[config.mk]
export PLATFORM = sky130hd
export DESIGN_NAME = ready_wait_poller
export DESIGN_NICKNAME = d
export VERILOG_FILES = /design/src/rtl/ready_wait_poller.sv
export SDC_FILE = /design/constraint.sdc
export NUM_CORES = 1
export LEC_CHECK = 0
export BUFFER_PORTS_ARGS = -buffer_cell sky130_fd_sc_hd__clkbuf_2
export CELL_PAD_IN_SITES_DETAIL_PLACEMENT = 1
export CELL_PAD_IN_SITES_GLOBAL_PLACEMENT = 2
export CORE_MARGIN = 2
export CORE_UTILIZATION = 34
export DETAILED_ROUTE_END_ITERATION = 12
export PLACE_DENSITY = 0.85
export SYNTH_ARGS = -nofsm -noshare
export SYNTH_HDL_FRONTEND = slang
export SYNTH_SLANG_ARGS = --single-unit
[constraint.sdc]
create_clock -name clk -period 3.1 [get_ports clk]
set_input_delay 0.155 -clock clk [delete_from_list [all_inputs] [get_ports clk]]
set_output_delay 0.155 -clock clk [all_outputs]
set_load 0.01 [all_outputs]
[src/rtl/ready_wait_poller.sv]
module ready_wait_poller #(
  parameter int BUSY_BUDGET_US   = 1000000,
  parameter int FINE_LIMIT_US    = 1000,
  parameter int FINE_STEP_US     = 10,
  parameter int COARSE_STEP_US   = 1000,
  parameter int FLOAT_PENALTY_US = 1000,
  parameter int FLOAT_WAIT_US    = 1000,
  parameter int MASK_TRIES       = 5000,
  parameter int MASK_STEP_US     = 10,
  parameter int SETTLE_US        = 1
) (
  input  logic       clk,
  input  logic       rst_n,
  input  logic       us_tick,
  input  logic       start,
  input  logic [7:0] start_mask,
  input  logic       start_unit,
  output logic       stat_rd,
  input  logic [7:0] stat_data,
  output logic       dsel_wr,
  output logic [7:0] dsel_data,
  output logic       busy,
  output logic       done,
  output logic [2:0] result
);

  localparam int M1    = (FINE_STEP_US > COARSE_STEP_US) ? FINE_STEP_US : COARSE_STEP_US;
  localparam int M2    = (M1 > FLOAT_WAIT_US) ? M1 : FLOAT_WAIT_US;
  localparam int M3    = (M2 > MASK_STEP_US) ? M2 : MASK_STEP_US;
  localparam int MAXD  = (M3 > SETTLE_US) ? M3 : SETTLE_US;
  localparam int DLY_W = $clog2(MAXD + 1);
  localparam int ACC_W = $clog2(BUSY_BUDGET_US + MAXD + FLOAT_PENALTY_US + 1);
  localparam int TRY_W = $clog2(MASK_TRIES + 1);

  localparam logic [2:0] RES_BUSY_TO = 3'b110;
  localparam logic [2:0] RES_MASK_TO = 3'b101;
  localparam logic [7:0] FLOAT_VAL   = 8'hFF;

  typedef enum logic [3:0] {
    S_IDLE, S_WAIT_B, S_RD_B, S_CAP_B, S_SEL, S_WAIT_M, S_RD_M, S_CAP_M
  } st_t;

  st_t              state;
  logic [ACC_W-1:0] acc;
  logic [DLY_W-1:0] dly;
  logic [TRY_W-1:0] tries;
  logic [7:0]       mask_q;
  logic             unit_q;
  logic             done_q;
  logic [2:0]       res_q;

  wire in_wait  = (state == S_WAIT_B) || (state == S_WAIT_M);
  wire dly_zero = (dly == '0);
  wire mask_hit = (stat_data & mask_q) == mask_q;

  assign busy      = (state != S_IDLE);
  assign stat_rd   = (state == S_RD_B) || (state == S_RD_M);
  assign dsel_wr   = (state == S_SEL);
  assign dsel_data = 8'hA0 | {3'b000, unit_q, 4'b0000};
  assign done      = done_q;
  assign result    = res_q;

  always_ff @(posedge clk) begin
    if (!rst_n) begin
      state  <= S_IDLE;
      acc    <= '0;
      dly    <= '0;
      tries  <= '0;
      mask_q <= '0;
      unit_q <= 1'b0;
      done_q <= 1'b0;
      res_q  <= '0;
    end else begin
      done_q <= 1'b0;
      if (in_wait && us_tick && !dly_zero) dly <= dly - DLY_W'(1);
      case (state)
        S_IDLE: if (start) begin
          mask_q <= start_mask;
          unit_q <= start_unit;
          acc    <= '0;
          tries  <= '0;
          dly    <= DLY_W'(SETTLE_US);
          state  <= S_WAIT_B;
        end
        S_WAIT_B: if (dly_zero) begin
          if (acc >= ACC_W'(BUSY_BUDGET_US)) begin
            res_q  <= RES_BUSY_TO;
            done_q <= 1'b1;
            state  <= S_IDLE;
          end else begin
            state <= S_RD_B;
          end
        end
        S_RD_B: state <= S_CAP_B;
        S_CAP_B: begin
          if (stat_data == FLOAT_VAL) begin
            state <= S_SEL;
          end else if (!stat_data[7]) begin
            if (mask_q == 8'h00) begin
              res_q  <= {2'b00, stat_data[0]};
              done_q <= 1'b1;
              state  <= S_IDLE;
            end else begin
              dly   <= DLY_W'(SETTLE_US);
              state <= S_WAIT_M;
            end
          end else if (acc > ACC_W'(FINE_LIMIT_US)) begin
            acc   <= acc + ACC_W'(COARSE_STEP_US);
            dly   <= DLY_W'(COARSE_STEP_US);
            state <= S_WAIT_B;
          end else begin
            acc   <= acc + ACC_W'(FINE_STEP_US);
            dly   <= DLY_W'(FINE_STEP_US);
            state <= S_WAIT_B;
          end
        end
        S_SEL: begin
          acc   <= acc + ACC_W'(FLOAT_PENALTY_US);
          dly   <= DLY_W'(FLOAT_WAIT_US);
          state <= S_WAIT_B;
        end
        S_WAIT_M: if (dly_zero) begin
          if (tries == TRY_W'(MASK_TRIES)) begin
            res_q  <= RES_MASK_TO;
            done_q <= 1'b1;
            state  <= S_IDLE;
          end else begin
            state <= S_RD_M;
          end
        end
        S_RD_M: state <= S_CAP_M;
        S_CAP_M: begin
          if (mask_hit) begin
            res_q  <= {2'b00, stat_data[0]};
            done_q <= 1'b1;
            state  <= S_IDLE;
          end else begin
            tries <= tries + TRY_W'(1);
            dly   <= DLY_W'(MASK_STEP_US);
            state <= S_WAIT_M;
          end
        end
        default: state <= S_IDLE;
      endcase
    end
  end

  p_done_pulse_r1: assert property (@(posedge clk) disable iff (!rst_n)
    done |=> !done);
  p_done_ends_busy_r1: assert property (@(posedge clk) disable iff (!rst_n)
    done |-> !busy && $past(busy));
  p_start_taken_r1: assert property (@(posedge clk) disable iff (!rst_n)
    (start && !busy) |=> busy);
  p_idle_quiet_r2: assert property (@(posedge clk) disable iff (!rst_n)
    !busy |-> !stat_rd && !dsel_wr);
  p_read_single_r2: assert property (@(posedge clk) disable iff (!rst_n)
    stat_rd |=> !stat_rd && busy);
  p_sel_then_wait_r4: assert property (@(posedge clk) disable iff (!rst_n)
    dsel_wr |=> busy && !stat_rd && !dsel_wr);
  p_legal_code_r5: assert property (@(posedge clk) disable iff (!rst_n)
    done |-> (result == 3'b000 || result == 3'b001 ||
              result == RES_BUSY_TO || result == RES_MASK_TO));
  p_busy_holds_r9: assert property (@(posedge clk) disable iff (!rst_n)
    (busy && start && !done) |=> (busy || done));

endmodule

==> reports/qor.yml <==
die_width_microns: 104
num_vias: 3399
internal_power_mw: 1.38
antenna_found_initial: 0
wirelength_mm: 10.4
crit_path_end_kind: "flip-flop"
numCtsBuffers: 9
finalSetupTns_ns: 0
post_cts_buffers: 0
synth.distinct_cells: 60
cts_sinks: 58
netlist_instances: 453
drv_slew: 0
crit_path_max_incr_delay_ns: 0.58
grt_max_degree: 26
post_drt_wl_per_cell_microns: 17.0
drt-initial-drc-count: 95
worstMarginPinSlew_ns: 0.636
max_freq_ghz: 0.392
initial_utilization_pct: 35.1
placed_cells: 594
ys_seq_elements: 58
async_flop_share_pct: 0
overflow: 0
drive_gt1_share_pct: 12.4
clock_latency_ns: 0.36
path_class: "flip-flop to flip-flop"
cts-root-buf: "clkbuf_8"
hold-worst-slack_ns: 0.0106
layout_common_cells: "dfxtp_1 (58), nand2_1 (56), a21oi_1 (40), nor2_1 (33)"
synthesis.area_sq_um: 3430
viasPerCell: 5.57
start_kind: "flip-flop"
switching_share_pct: 30.8
grt_setup_unrepaired: "no"
dr.pass1.iters: 4
worst_slack_ns: 0.547
yosys_most_used_dff: "dfxtp_1"
slew_headroom_pct: 57.0
seqPwrFrac_pct: 41.3
crit_buf_inv: 0
cts_resized: 0
setup_viol: 0
htreeDepth: 3
synth.top_cell.area_share_pct: 33.9
p_sw_mw: 0.613
synth-edff-count: 0
fin_crit_sh_pct: 82.4
period_needed_ns: 2.55
core_area_sq_um: 9770
pin_count: 36
nets: 501
fin_util_pct: 39.6
cp.arrival_ns: 2.80
port-buffer-count: 28
row_count: 36
drc_errors: 0
max_cap_viol_count: 0
first_global_vias: 3400
avgSynthCellArea_sq_um: 7.57
dieHeight_microns: 104
outcome: "finished clean"
fin_skew_ns: 0.0127
area_growth_pct: 12.9
hold_viol_final: 0
synth_largest_area_cell: "dfxtp_1"
place_ws_ns: 0.549
cp_max_fo: 12
ctsLongestPathBuffers: 2
fin_area_sq_um: 3870
fin_cells: 610
power.density_nw_per_um2: 514
grt_pass1_wl_mm: 17.2
p_leak_nw: 1.41
grt_usage_pct: 19.8
dp_hpwl_mm: 7.63
antenna_left: 0
antennaDiodeCount: 0
place_congestion: 0.840
die-area_sq_um: 10900
clk_pin_slew_ns: 0.08
power_mw: 1.99
hold_buffers: 0
comb_power_share_pct: 18.6
cts_tree: "yes"
ys_warn_count: 0
placed_area_sq_um: 3650
ir_drop_v: 0.000243
hold_class: "primary input to flip-flop"
ys_seq_area_share_pct: 33.9
layout_commonest_cell: "dfxtp_1"
cp_top_family: "simple AND/OR/NAND/NOR gates"
crit_chain: "or4_4 -> o41ai_1 -> and3_1 -> nor2_1 -> o311ai_1 -> o21ai_0"
clkPwrFrac_pct: 40.0
required_ns: 3.34
critPathSlowestCell: "or4_4"
yosys-top-cells-area: "dfxtp_1 (34%), nand2_1 (6.1%), a21oi_1 (5.8%)"
## state kept, by name, indices dropped and copies added, names as in the netlist
| name | cells |
|---|---|
| acc | 19 |
| mask_q | 8 |
| dly | 10 |
| state | 3 |
| result | 3 |
| unit_q | 1 |
| done | 1 |
| tries | 13 |
## area by class of cell
cell class              instances  area [sq um]
clock buffers                  13           179
clock inverters                 3          45.0
fillers                      1244          5900
inverters                      23          86.3
multi-input cells             345          2040
flip-flops and latches         58          1160
well taps                     133           166
repair buffers                 35           193
## power groups by stage
stage	clock [mW]	sequential (mW)	combinational (mW)
6_report	0.796	0.822	0.371
5_1_grt	0.841	0.827	0.418
4_1_cts	0.809	0.822	0.374
3_5_place_dp	0	0.839	0.373
3_3_place_gp	0	0.835	0.363
2_1_floorplan	0	0.823	0.262
## path summary, 6_finish.rpt
path / startpoint / end / slack (ns) / cells past startpoint
max reg2reg: acc[11] / acc[15] / 0.55 / 6
max: acc[11] / acc[15] / 0.55 / 6
min: start_mask[5] / mask_q[5] / 0.01 / 3
min reg2reg: result[1] / result[1] / 0.46 / 2
## logic make-up (layout without fill, tap and decap cells)
| logic type | Yosys count | count (layout) | share of synthesized area (%) |
|---|---|---|---|
| buffers and inverters | 55 | 74 | 7.15 |
| XOR/XNOR | 14 | 14 | 3.58 |
| flip-flops | 58 | 58 | 33.9 |
| adder cells (fa/ha/maj) | 8 | 8 | 2.92 |
| multiplexers | 4 | 4 | 1.20 |
| AO/OA/AOI/OAI | 120 | 120 | 22.0 |
| AND/OR/NAND/NOR | 192 | 192 | 29.1 |
| other | 2 | 7 | 0.219 |
## worst min-delay path, stage by stage
cell	delay (ns)
clkbuf_2	0.08
nand2_1	0.04
a21oi_1	0.05
## synthesized netlist by cell type, types with 2 or more instances
master     count
a21o_1         3
nand4_1        8
o31a_1         2
or4_4          3
nand3_1       23
o22ai_1        5
or3_1          7
and2_1         5
ha_1           8
a311oi_1       2
buf_4         10
nor4_1         8
xnor2_1        7
clkbuf_1      20
o21ai_0       28
o2111ai_1      5
nand2b_1       9
and4_1         2
nor2_1        33
mux2i_1        3
a31oi_1        6
a21oi_1       40
o21a_1         3
or4_1          4
a2bb2oi_1      3
o31ai_1        2
nand2_1       56
dfxtp_1       58
xor2_1         7
nor3_1        13
inv_1         22
conb_1         2
o211ai_1       7
and3_1         6
a221oi_1       2
nor2b_1        2
a41o_1         2
nor4b_1        5
## routing by layer
metal / wire, microns / part of all wire (%) / GRT usage [%]
met1: 4820 / 46 / 24.7
met2: 5050 / 49 / 33.4
met3: 323 / 3.1 / 3.88
met4: 212 / 2.0 / 8.01
met5: 0 / 0 / 0
No activity file was read; power rests on OpenSTA's default activity.
